--- src/rtl/wdt_pkg.sv ---
package wdt_pkg;
  localparam int SEL_W   = 3;
  localparam int NTAP    = 1 << SEL_W;
  localparam int BYTE_W  = 8;
  localparam int FLAG_B  = 7;
  localparam int MODE_B  = 6;
  localparam int RUN_B   = 5;
  localparam logic [BYTE_W-1:0] CSR_RESET = 8'h18;

  typedef enum logic {
    MODE_INTERVAL = 1'b0,
    MODE_WATCHDOG = 1'b1
  } wdt_mode_e;

  typedef struct packed {
    wdt_mode_e        mode;
    logic             run;
    logic [SEL_W-1:0] sel;
  } wdt_ctrl_t;
endpackage

--- src/rtl/wdt_counter.sv ---
module wdt_counter
  import wdt_pkg::*;
#(
  parameter int CNT_W = 8
) (
  input  logic             clk,
  input  logic             rst_n,
  input  logic             run_i,
  input  logic [SEL_W-1:0] sel_i,
  input  logic [NTAP-1:0]  tick_i,
  output logic             wrap_o
);
  logic [CNT_W-1:0] cnt_q, cnt_d;
  logic             step;

  assign step   = tick_i[sel_i];
  assign wrap_o = run_i & step & (cnt_q == {CNT_W{1'b1}});

  always_comb begin
    cnt_d = cnt_q;
    if (!run_i)    cnt_d = '0;
    else if (step) cnt_d = cnt_q + 1'b1;
  end

  always_ff @(posedge clk or negedge rst_n) begin
    if (!rst_n) cnt_q <= '0;
    else        cnt_q <= cnt_d;
  end

  // an enabled counter without its strobe keeps its value
  p_idle_hold_r2: assert property (@(posedge clk) disable iff (!rst_n)
    (run_i && !step) |=> $stable(cnt_q));
  // a wrap leaves the counter at zero
  p_wrap_zero_r4: assert property (@(posedge clk) disable iff (!rst_n)
    wrap_o |=> (cnt_q == '0));
endmodule

--- src/rtl/wdt_csr.sv ---
module wdt_csr
  import wdt_pkg::*;
#(
  parameter logic [BYTE_W-1:0] WR_KEY = 8'hA5
) (
  input  logic                clk,
  input  logic                rst_n,
  input  logic                rd_i,
  input  logic                wr_i,
  input  logic [2*BYTE_W-1:0] wdata_i,
  input  logic                wrap_i,
  input  logic                ovf_rst_i,
  output logic [BYTE_W-1:0]   rdata_o,
  output logic                flag_o,
  output wdt_ctrl_t           ctrl_o
);
  logic      flag_q, flag_d;
  logic      arm_q, arm_d;
  wdt_ctrl_t ctrl_q, ctrl_d;
  logic      key_ok, clr_req;

  assign key_ok  = wr_i && (wdata_i[2*BYTE_W-1:BYTE_W] == WR_KEY);
  assign clr_req = key_ok && !wdata_i[FLAG_B] && arm_q;

  always_comb begin
    ctrl_d = ctrl_q;
    if (key_ok) begin
      ctrl_d.mode = wdt_mode_e'(wdata_i[MODE_B]);
      ctrl_d.run  = wdata_i[RUN_B];
      ctrl_d.sel  = wdata_i[SEL_W-1:0];
    end
  end

  always_comb begin
    flag_d = flag_q;
    if (wrap_i)                    flag_d = 1'b1;
    else if (ovf_rst_i || clr_req) flag_d = 1'b0;
  end

  always_comb begin
    arm_d = arm_q;
    if (ovf_rst_i)                arm_d = 1'b0;
    else if (clr_req && !wrap_i)  arm_d = 1'b0;
    else if (rd_i && flag_q)      arm_d = 1'b1;
  end

  always_ff @(posedge clk or negedge rst_n) begin
    if (!rst_n) begin
      flag_q <= CSR_RESET[FLAG_B];
      arm_q  <= 1'b0;
      ctrl_q <= '{mode: wdt_mode_e'(CSR_RESET[MODE_B]), run: CSR_RESET[RUN_B],
                  sel: CSR_RESET[SEL_W-1:0]};
    end else begin
      flag_q <= flag_d;
      arm_q  <= arm_d;
      ctrl_q <= ctrl_d;
    end
  end

  assign rdata_o = {flag_q | wrap_i, ctrl_q.mode, ctrl_q.run, 2'b11, ctrl_q.sel};
  assign flag_o  = flag_q;
  assign ctrl_o  = ctrl_q;

  // a wrap is always recorded in the flag
  p_flag_set_r4: assert property (@(posedge clk) disable iff (!rst_n)
    wrap_i |=> flag_q);
  // the flag falls only after an armed clear or an internal reset
  p_clear_armed_r5: assert property (@(posedge clk) disable iff (!rst_n)
    $fell(flag_q) |-> $past(arm_q || ovf_rst_i));
  // a read colliding with the wrap does not arm the clear
  p_collide_noarm_r6: assert property (@(posedge clk) disable iff (!rst_n)
    (rd_i && wrap_i && !flag_q && !arm_q) |=> !arm_q);
  // writes without the key leave the control fields untouched
  p_lock_r7: assert property (@(posedge clk) disable iff (!rst_n)
    (wr_i && wdata_i[2*BYTE_W-1:BYTE_W] != WR_KEY) |=> $stable(ctrl_q));
  // the fixed bits always read as ones
  p_fixed_ones_r8: assert property (@(posedge clk) disable iff (!rst_n)
    rdata_o[4:3] == 2'b11);
  // internal reset leaves the flag clear unless a wrap coincides
  p_int_reset_r11: assert property (@(posedge clk) disable iff (!rst_n)
    (ovf_rst_i && !wrap_i) |=> (!flag_q && !arm_q));
endmodule

--- src/rtl/wdt_pulse.sv ---
module wdt_pulse #(
  parameter int PULSE_LEN = 4
) (
  input  logic clk,
  input  logic rst_n,
  input  logic trig_i,
  output logic pulse_o
);
  localparam int PC_W = $clog2(PULSE_LEN + 1);
  localparam logic [PC_W-1:0] PC_LOAD = PC_W'(PULSE_LEN);

  logic [PC_W-1:0] left_q, left_d;

  always_comb begin
    left_d = left_q;
    if (trig_i)            left_d = PC_LOAD;
    else if (left_q != '0) left_d = left_q - 1'b1;
  end

  always_ff @(posedge clk or negedge rst_n) begin
    if (!rst_n) left_q <= '0;
    else        left_q <= left_d;
  end

  assign pulse_o = (left_q != '0);

  // a trigger opens the pulse in the next cycle
  p_pulse_start_r10: assert property (@(posedge clk) disable iff (!rst_n)
    trig_i |=> pulse_o);
endmodule

--- src/rtl/wdog_interval_timer.sv ---
module wdog_interval_timer
  import wdt_pkg::*;
#(
  parameter int          CNT_W     = 8,
  parameter int          PULSE_LEN = 4,
  parameter logic [7:0]  WR_KEY    = 8'hA5
) (
  input  logic        clk,
  input  logic        rst_n,
  input  logic [7:0]  tick_i,
  input  logic        bus_rd_i,
  input  logic        bus_wr_i,
  input  logic [15:0] bus_wdata_i,
  input  logic        ovf_rst_i,
  output logic [7:0]  bus_rdata_o,
  output logic        irq_o,
  output logic        wdt_ovf_o
);
  logic [1:0] rst_sync_q;
  logic       rst_n_int;
  logic       wrap, flag;
  wdt_ctrl_t  ctrl;

  always_ff @(posedge clk or negedge rst_n) begin
    if (!rst_n) rst_sync_q <= 2'b00;
    else        rst_sync_q <= {rst_sync_q[0], 1'b1};
  end
  assign rst_n_int = rst_sync_q[1];

  wdt_counter #(.CNT_W(CNT_W)) u_cnt (
    .clk    (clk),
    .rst_n  (rst_n_int),
    .run_i  (ctrl.run),
    .sel_i  (ctrl.sel),
    .tick_i (tick_i),
    .wrap_o (wrap)
  );

  wdt_csr #(.WR_KEY(WR_KEY)) u_csr (
    .clk       (clk),
    .rst_n     (rst_n_int),
    .rd_i      (bus_rd_i),
    .wr_i      (bus_wr_i),
    .wdata_i   (bus_wdata_i),
    .wrap_i    (wrap),
    .ovf_rst_i (ovf_rst_i),
    .rdata_o   (bus_rdata_o),
    .flag_o    (flag),
    .ctrl_o    (ctrl)
  );

  wdt_pulse #(.PULSE_LEN(PULSE_LEN)) u_pulse (
    .clk     (clk),
    .rst_n   (rst_n_int),
    .trig_i  (wrap && ctrl.mode == MODE_WATCHDOG),
    .pulse_o (wdt_ovf_o)
  );

  assign irq_o = flag && (ctrl.mode == MODE_INTERVAL);

  // the interrupt request never appears in watchdog mode
  p_irq_mode_r9: assert property (@(posedge clk) disable iff (!rst_n_int)
    irq_o |-> (ctrl.mode == MODE_INTERVAL && flag));
  // the overflow pulse only begins after a watchdog-mode wrap
  p_pulse_cause_r10: assert property (@(posedge clk) disable iff (!rst_n_int)
    $rose(wdt_ovf_o) |-> $past(wrap && ctrl.mode == MODE_WATCHDOG));
endmodule

--- config.mk ---
export PLATFORM = sky130hd
export DESIGN_NAME = wdog_interval_timer
export DESIGN_NICKNAME = d
export VERILOG_FILES = /design/src/rtl/wdt_pkg.sv /design/src/rtl/wdt_counter.sv /design/src/rtl/wdt_csr.sv /design/src/rtl/wdt_pulse.sv /design/src/rtl/wdog_interval_timer.sv
export SDC_FILE = /design/constraint.sdc
export NUM_CORES = 1
export LEC_CHECK = 0
export ABC_AREA = 1
export BUFFER_PORTS_ARGS = -buffer_cell sky130_fd_sc_hd__buf_2
export CAP_MARGIN = 25
export CORE_MARGIN = 10
export CORE_UTILIZATION = 53
export CTS_CLUSTER_SIZE = 28
export DETAILED_ROUTE_END_ITERATION = 6
export PLACE_DENSITY_LB_ADDON = 0.25
export SYNTH_ARGS = -nofsm -noshare
export SYNTH_HDL_FRONTEND = slang
export SYNTH_SLANG_ARGS = --single-unit
--- constraint.sdc ---
create_clock -name clk -period 2.2 [get_ports clk]
set_input_delay 0.11 -clock clk [delete_from_list [all_inputs] [get_ports clk]]
set_output_delay 0.11 -clock clk [all_outputs]
set_load 0.05 [all_outputs]
### Yosys cells after proc, flatten, opt, wreduce, memory -nomap -nowiden

Index checks and enable logic that the tools add are counted.
Widths: inputs -> output; s select.

* add/sub/neg operators: 2
* order comparisons: 1
* equal/unequal tests: 3
* multiplexer cells: 11
* bitwise logic cells: 4
* reductions and logical operators: 14

Operators with widths (count)
* $eq 8x8->1 const B: 2
* $mux 8: 2
* $add 8x1->8 const B: 1
* $logic_and 1x1->1: 7
* $mux 1: 6
* $mux 3: 2
* $reduce_bool 3->1: 2
* $lt 3x4->1 const B: 1
* $reduce_bool 2->1: 2
* $bmux 1 s3: 1
* $sub 3x1->3 const B: 1
* $and 1x1->1: 2
* $logic_not 1->1: 2
* $ne 2x2->1 const B: 1
* $logic_or 1x1->1: 1
* $not 1->1: 1
* $or 1x1->1: 1

* register bits after elaboration: 20
* input port bits: 29
* output and inout bits: 10
* word-level logic and storage cells: 43

### Logic depth before layout (Yosys ltp)

Gate-level depths: netlist (run 1).

* depth after elaboration: 8
* gate-level depth with buffers: 9

### By module

From an unflattened synthesis (run 1), not the netlist that was laid out.

* cells, all modules: 178
* area, all modules: 1280.0 µm²

By module, submodules not included
* wdt_counter: times used 1, cells an instance 92, area an instance 613.1 µm², sequential area each 200.2 µm²
* wdt_csr: times used 1, cells an instance 57, area an instance 424.2 µm², sequential area each 175.2 µm²
* wdt_pulse: times used 1, cells an instance 22, area an instance 173.9 µm², sequential area each 75.1 µm²
* wdog_interval_timer: times used 1, cells an instance 7, area an instance 68.8 µm², sequential area each 50.0 µm²

### Least setup slack after synthesis (run 1)

No wires, ideal clock.

* path type: register to output
* start: reg u_csr.ctrl_q (netlist bit u_csr.ctrl_o[0])
* end: out bus_rdata_o[7]
* arrival time: 1.572 ns
* data required time: 2.090 ns
* setup slack: 0.518 ns
* stages on the path, launching flop included: 7
* cell sequence: dfrtp_1 inv_2 nand2_1 nand3_2 nand3_2 nand4_1 nand2_1

* longest elaborated chain between the ends: 5

Ends and longest elaborated chain
* start: declaration: RTL line wdt_csr.sv:19 `wdt_ctrl_t ctrl_q, ctrl_d;`
* start signal: assignment: RTL line wdt_csr.sv:51 `ctrl_q <= '{mode: wdt_mode_e'(CSR_RESET[MODE_B]), run: CSR_RESET[RUN_B],`
* start signal: assignment: RTL line wdt_csr.sv:56 `ctrl_q <= ctrl_d;`
* $bmux 1 s3: RTL line wdt_counter.sv:16 `assign step = tick_i[sel_i];`
* $mux 1 (implied by the code): RTL line wdt_counter.sv:16
* $and 1x1->1 (2 in series): RTL line wdt_counter.sv:17 `assign wrap_o = run_i & step & (cnt_q == {CNT_W{1'b1}});`
* $or 1x1->1: RTL line wdt_csr.sv:60 `assign rdata_o = {flag_q | wrap_i, ctrl_q.mode, ctrl_q.run, 2'b11, ctrl_q.sel};`
* end: declaration: RTL line wdog_interval_timer.sv:15 `output logic [7:0] bus_rdata_o,`

Every way passes these cells. The select of a mux whose other input is x is not followed.

### Worst setup path in the final report (run 1)

* start: reg u_cnt.cnt_q[1]
* end: out bus_rdata_o[7]

* longest elaborated chain between the ends: 3

Ends and longest elaborated chain
* start: declaration: RTL line wdt_counter.sv:13 `logic [CNT_W-1:0] cnt_q, cnt_d;`
* start signal: assignment: RTL line wdt_counter.sv:27 `else cnt_q <= cnt_d;`
* $eq 8x8->1: RTL line wdt_counter.sv:17
* $and 1x1->1: RTL line wdt_counter.sv:17
* $or 1x1->1: RTL line wdt_csr.sv:60

Every way passes these cells.

==> flow_summary_export.csv, run 1 <==
group,metric,value,unit
clock_tree,cts_setup_buffers,0,
sta,finalHoldViolations,0,
routing,drc,0,
critical_path,crit_arrival,1700,ps
logic_synthesis,synth_edf_count,0,
logic_synthesis,synthTopCellsByCount,"42 x nand2_1, 26 x inv_1, 20 x dfrtp_1",
clock_tree,cts_root_buffer,"clkbuf_4",
grt,globalRoute.totalOverflow,0,
routing,drt_iter0_markers,26,
sta,rsz0062_at_grt,"no",
logic_synthesis,synthTopCellsByArea,"dfrtp_1 41%, nand2_1 13%, inv_1 7.9%",
grt,grt_max_degree,19,
clock_tree,htree_levels,1,
power,p_leak,0.000815,µW
sta,maxSlewHeadroom,51.8,%
logic_synthesis,avgSynthCellArea,8.04,µm²
clock_tree,clk_path_buf_depth,2,
logic_synthesis,yosysTopAreaCellShare,40.7,%
critical_path,startpoint,"u_cnt.cnt_q[1]$_DFFE_PN0P_",
logic_synthesis,syn_inst,153,
layout,syn2layout_area_growth,19.2,%
placed_design,place.gp.congestion,0.812,
sta,setup_viol,0,
routing,drt-total-wl,2570,µm
sta,drv_slew,0,
clock_tree,cts_tree,"done",
power,power_density,627,mW/mm²
logic_synthesis,async_flop_share,100,%
critical_path,critPathMaxFanout,3,
grt,grt_usage,12.1,%
critical_path,critPathMaxStageDelay,380,ps
placed_design,dp_slack,682,ps
critical_path,critPathSlowestCell,"dfrtp_1",
job,maxCapViolCount,0,
logic_synthesis,yosys_warnings,0,
routing,final_antenna_net_count,0,
sta,max_clock_freq,0.551,GHz
sta,final.setup.tns,0,ps
sta,finalCritPeriodShare,82.4,%
floorplan,io_pins,39,
logic_synthesis,synth-seq-cells,20,
critical_path,start_kind,"flip-flop",
layout,n_antenna_cell,0,
grt,antenna_found_initial,0,
layout,layout-drive-gt1-share,31.9,%
sta,min_period,1810,ps
critical_path,r2r_start,"u_cnt.cnt_q[1]$_DFFE_PN0P_",
sta,setup_ws,387,ps
routing,vias,1038,
logic_synthesis,ys_seq_area_share,40.7,%
clock_tree,cts_buffers,3,
critical_path,worstSetupPathType,"flip-flop to primary output",
critical_path,cp.required,2090,ps
run_status,status,"complete, no violations",
grt,grt_pass1_vias,1045,
logic_synthesis,dominantRegCellSynth,"dfrtp_1",
logic_synthesis,synth.most_common_cell,"nand2_1",
grt,grt_first_pass_wirelength,4420,µm
placed_design,hpwl,2200,µm
placed_design,port_buffers,34,
logic_synthesis,synth_cell_types,28,
sta,clock_skew,2.87,ps
critical_path,crit_family,"simple AND/OR/NAND/NOR gates",
floorplan,core.rowCount,17,
power,ir_drop,552,µV
floorplan,die-height,68.2,µm
clock_tree,path_clk_slew,110,ps
logic_synthesis,yosys.area.top_type,"dfrtp_1",
clock_tree,insertion_delay,290,ps
layout,fin_nets,224,
critical_path,path_cells,"ha_1 -> nand3_1 -> nor2_1 -> nand4_1 -> nand2_1 -> buf_2",
sta,worst_pin_slew,723,ps
critical_path,crit_buf_inv,1,
worst_hold_path,hold_path.class,"primary input to flip-flop",
critical_path,cp-end-kind,"primary output",
routing,drtPass1Iterations,4,
floorplan,start_util,55.6,%
routing,routedWlPerCell,11.7,µm
floorplan,fp.dieW,68.2,µm
floorplan,core,0.00221,mm²
floorplan,fp.dieArea,0.00465,mm²
worst_hold_path,min_from,"bus_wdata_i[6]",
routing,viasPerCell,4.74,
logic_synthesis,netlist_area,0.00123,mm²
clock_tree,cts.sinks,20,
through the flow:
stage | power (µW) | cells | hold WS (ps) | utilization [%] | area (µm²)
3_5_place_dp | 720 | 214 | -103 | 64.2 | 1420
2_1_floorplan | 656 | 155 | -186 | - | 1240
3_3_place_gp | 706 | 214 | -105 | 64.2 | 1420
6_report | 920 | 219 | 43.0 | 66.3 | 1470
5_1_grt | 993 | 219 | 17.7 | 66.3 | 1470
4_1_cts | 934 | 219 | 36.4 | 66.3 | 1470
power by group:
group          total [µW]  leakage (µW)  internal (µW)  switching [µW]
combinational         240      0.000545           98.7             141
clock                 208     0.0000210            101             107
sequential            472      0.000248            415            57.3
total                 920      0.000815            614             306
layout make-up:
type                            count  area, µm²
Tap cell                           28       35.0
Inverter                           28        110
Timing Repair Buffer               35        180
Sequential cell                    20        500
Clock buffer                        4       36.3
Multi-Input combinational cell    104        604
Fill cell                         184        746
logic make-up after synthesis:
logic type / count (synthesis) / share of synthesized area, %
AO/OA/AOI/OAI: 12 / 5.80
buffers and inverters: 31 / 10.8
adder cells (fa/ha/maj): 3 / 3.05
flip-flops: 20 / 40.7
multiplexers: 1 / 0.915
XOR/XNOR: 6 / 4.27
AND/OR/NAND/NOR: 79 / 34.2
other: 1 / 0.305
placed cells by master (no fill, tap or decap):
cell type | synthesis | routed
nand3_1 | 3 | 3
nand2_1 | 42 | 42
dlygate4sd3_1 | 0 | 1
xnor2_1 | 2 | 2
o21ai_1 | 1 | 1
nor2_2 | 2 | 2
clkbuf_4 | 0 | 3
or2_2 | 1 | 1
o21ai_0 | 3 | 3
nor2_1 | 11 | 11
buf_2 | 0 | 34
nor3_1 | 3 | 3
nand4_2 | 1 | 1
conb_1 | 1 | 3
nand3_2 | 6 | 6
mux2_2 | 1 | 1
ha_1 | 3 | 3
a21oi_1 | 5 | 5
o21ai_2 | 3 | 3
nand4_1 | 3 | 3
nand3_4 | 1 | 1
inv_1 | 26 | 26
nand2_4 | 1 | 1
clkbuf_8 | 0 | 1
nor3_2 | 2 | 2
nand2_2 | 2 | 2
nand2_8 | 1 | 1
inv_2 | 1 | 1
dfrtp_1 | 20 | 20
inv_6 | 1 | 1
xor2_1 | 4 | 4
worst register-to-register path: stages, from the launching register on:
cell and delay (ps):
dfrtp_1 380, ha_1 190, nand3_1 120, nor2_1 200
nand4_1 170, a21oi_1 160
path summary, 6_finish.rpt:
check                      cells past startpoint  slack (ps)                           to
max                                            6         390               bus_rdata_o[7]
min                                            2          40  u_csr.ctrl_o[4]$_DFFE_PN0P_
max reg2reg                                    5         910      u_csr.arm_q$_DFFE_PN0P_
min reg2reg                                    0         310   u_cnt.cnt_q[5]$_DFFE_PN0P_
max in group asynchronous                      0        1440   u_cnt.cnt_q[2]$_DFFE_PN0P_
min in group asynchronous                      2         110      rst_sync_q[1]$_DFF_PN0_
repair_timing:
| item | CTS | global route |
|---|---|---|
| hold endpoints to repair | 2 | 0 |
| resized for setup | 0 | 0 |
| hold buffers | 1 | 0 |
flip-flops by register name, indices dropped and copies added, names as in the netlist:
| name | flops |
|---|---|
| u_cnt.cnt_q | 8 |
| u_csr.ctrl_o | 5 |
| u_pulse.left_q | 3 |
| rst_sync_q | 2 |
| u_csr.arm_q | 1 |
| u_csr.flag_o | 1 |
routing by layer:
layer	vias to the layer above	global-route usage, %	routed length [µm]
met5	-	0	0
met4	0	2.51	16
met3	4	3.43	142
met2	18	23.3	1410
met1	472	12.7	1000
li1	544	-	-
Power figures use the tool's default switching activity.
==> inputs of run 2 (changes only) <==
--- a/config.mk
+++ b/config.mk
@@ -9,7 +9,7 @@
 export BUFFER_PORTS_ARGS = -buffer_cell sky130_fd_sc_hd__buf_2
 export CAP_MARGIN = 25
 export CORE_MARGIN = 10
-export CORE_UTILIZATION = 53
+export CORE_UTILIZATION = 50
 export CTS_CLUSTER_SIZE = 28
 export DETAILED_ROUTE_END_ITERATION = 6
 export PLACE_DENSITY_LB_ADDON = 0.25
==> constraint.sdc (replaced) <==
create_clock -name clk -period 1.87 [get_ports clk]
set_input_delay 0.0935 -clock clk [delete_from_list [all_inputs] [get_ports clk]]
set_output_delay 0.0935 -clock clk [all_outputs]
set_load 0.05 [all_outputs]
==> flow_summary_export.csv, run 2 (synthesized netlist as in run 1, its figures left out) <==
group,metric,value,unit
critical_path,critPathMaxStageDelay,390,ps
clock_tree,cts_buffers,3,
routing,drc,0,
sta,rsz0062_at_grt,"no",
power,clockPowerShare,23.0,%
grt,grt_usage,10.7,%
layout,largest_reg_flops,8,
critical_path,cp-end-kind,"primary output",
sta,finalCritPeriodShare,90.8,%
layout,fin_nets,226,
floorplan,io_pins,39,
placed_design,postPlaceCellArea,0.00142,mm²
power,p_leak,0.000824,µW
clock_tree,cts_root_buffer,"clkbuf_4",
sta,setup_viol,0,
worst_hold_path,min_path_cells,3,
critical_path,cp.required,1780,ps
power,comb_power_share,26.6,%
placed_design,hpwl,2100,µm
floorplan,fp.dieW,69.6,µm
floorplan,start_util,54.0,%
routing,viasPerCell,4.76,
clock_tree,insertion_delay,300,ps
sta,worst_pin_slew,709,ps
power,power_density,741,mW/mm²
power,power_switching_share,33.5,%
critical_path,critPathSlowestCell,"dfrtp_1",
critical_path,critPathMaxFanout,3,
placed_design,place.gp.congestion,0.784,
floorplan,core,0.00228,mm²
routing,drt-total-wl,2540,µm
routing,routedWlPerCell,11.5,µm
grt,grt_max_degree,19,
sta,drv_slew,0,
layout,syn2layout_area_growth,20.9,%
clock_tree,clk_path_buf_depth,2,
layout,layout.filler_cells,211,
critical_path,path_cells,"ha_1 -> nand3_1 -> nor2_2 -> nand4_1 -> nand2_1 -> buf_4",
floorplan,fp.dieArea,0.00484,mm²
critical_path,crit_arrival,1600,ps
worst_hold_path,hold_path_end,"u_csr.ctrl_o[1]$_DFFE_PN0P_",
layout,n_antenna_cell,0,
sta,maxSlewHeadroom,52.7,%
placed_design,dp_slack,365,ps
grt,grt_first_pass_wirelength,4520,µm
sta,setup_ws,172,ps
routing,drt_iter0_markers,24,
layout,final_area,0.00149,mm²
clock_tree,path_clk_slew,110,ps
power,seq_power_share,50.5,%
critical_path,r2r_cells,6,
clock_tree,htree_levels,1,
worst_hold_path,min_from,"bus_wdata_i[1]",
critical_path,crit_cells,6,
placed_design,port_buffers,34,
job,maxCapViolCount,0,
layout,final_cell_mix,"42 x nand2_1, 33 x buf_2, 26 x inv_1, 20 x dfrtp_1, 10 x nor2_1",
routing,vias,1051,
layout,multi_input_area,607,µm²
clock_tree,cts.sinks,20,
routing,drtPass1Iterations,4,
grt,globalRoute.totalOverflow,0,
power,power.switching,369,µW
critical_path,worstSetupPathType,"flip-flop to primary output",
critical_path,r2r_start,"u_cnt.cnt_q[1]$_DFFE_PN0P_",
layout,seq_area,500,µm²
critical_path,crit_family,"simple AND/OR/NAND/NOR gates",
critical_path,r2r-end,"u_csr.arm_q$_DFFE_PN0P_",
run_status,status,"complete, no violations",
layout,final_common_cell,"nand2_1",
layout,layout-drive-gt1-share,33.2,%
critical_path,start_kind,"flip-flop",
routing,final_antenna_net_count,0,
floorplan,core.rowCount,17,
critical_path,reg2reg_slack,500,ps
grt,antenna_found_initial,0,
critical_path,crit_buf_inv,1,
floorplan,die-height,69.6,µm
worst_hold_path,hold_path.class,"primary input to flip-flop",
sta,final.setup.tns,0,ps
layout,largest-register,"u_cnt.cnt_q",
sta,clock_skew,2.05,ps
clock_tree,cts_tree,"done",
sta,finalHoldViolations,0,
power,ir_drop,621,µV
power,intPower,733,µW
grt,grt_pass1_vias,1036,
sta,min_period,1700,ps
sta,max_clock_freq,0.589,GHz
[run 2: final cells by class]
cell class / instances / area share, %
clock buffers: 4 / 2.44
flip-flops and latches: 20 / 33.7
well taps: 28 / 2.36
repair buffers: 37 / 13.3
inverters: 28 / 7.41
multi-input cells: 104 / 40.8
[run 2: worst register-to-register path, delay by kind of cell (launching register included)]
family          cells  cell delay (ps)
simple gates        3              430
flops               1              390
fa+ha+maj           1              180
buf+inv             1              180
compound gates      1              120
[run 2: timing repair]
item	CTS	global route
endpoints found under the hold margin	2	0
setup buffers	0	2
resized for setup	0	3
hold buffers	1	0
endpoints found under the setup margin	0	1
[run 2: per-stage QoR]
stage	hold slack, ps	util [%]	power, µW	instances
2_1_floorplan	-202	-	771	155
3_3_place_gp	-122	62.4	830	214
3_5_place_dp	-119	62.4	838	214
4_1_cts	24.4	64.4	1090	219
5_1_grt	25.4	65.3	1170	221
6_report	28.0	65.3	1100	221
[run 2: worst max-delay path by stage]
stage / startpoint / end / slack [ps]
2_1_floorplan: u_csr.ctrl_o[0]$_DFFE_PN0P_ / bus_rdata_o[7] / 200
3_3_place_gp: u_cnt.cnt_q[1]$_DFFE_PN0P_ / bus_rdata_o[7] / 410
3_5_place_dp: u_cnt.cnt_q[1]$_DFFE_PN0P_ / bus_rdata_o[7] / 360
4_1_cts: u_cnt.cnt_q[1]$_DFFE_PN0P_ / bus_rdata_o[7] / 10
5_1_grt: u_cnt.cnt_q[1]$_DFFE_PN0P_ / bus_rdata_o[7] / 20
6_report: u_cnt.cnt_q[1]$_DFFE_PN0P_ / bus_rdata_o[7] / 170
[run 2: power by group through the flow]
stage	registers (µW)	clock network, µW	logic [µW]
3_5_place_dp	562	0	276
3_3_place_gp	562	0	269
4_1_cts	556	256	279
5_1_grt	566	270	336
6_report	556	253	292
2_1_floorplan	563	0	208
[run 2: metal layers]
| metal | wire [µm] | global-route usage, % | part of all wire [%] |
|---|---|---|---|
| met4 | 29 | 2.44 | 1.1 |
| met1 | 1060 | 11.9 | 42 |
| met5 | 0 | 0 | 0 |
| met2 | 1290 | 18.8 | 51 |
| met3 | 155 | 3.85 | 6.1 |
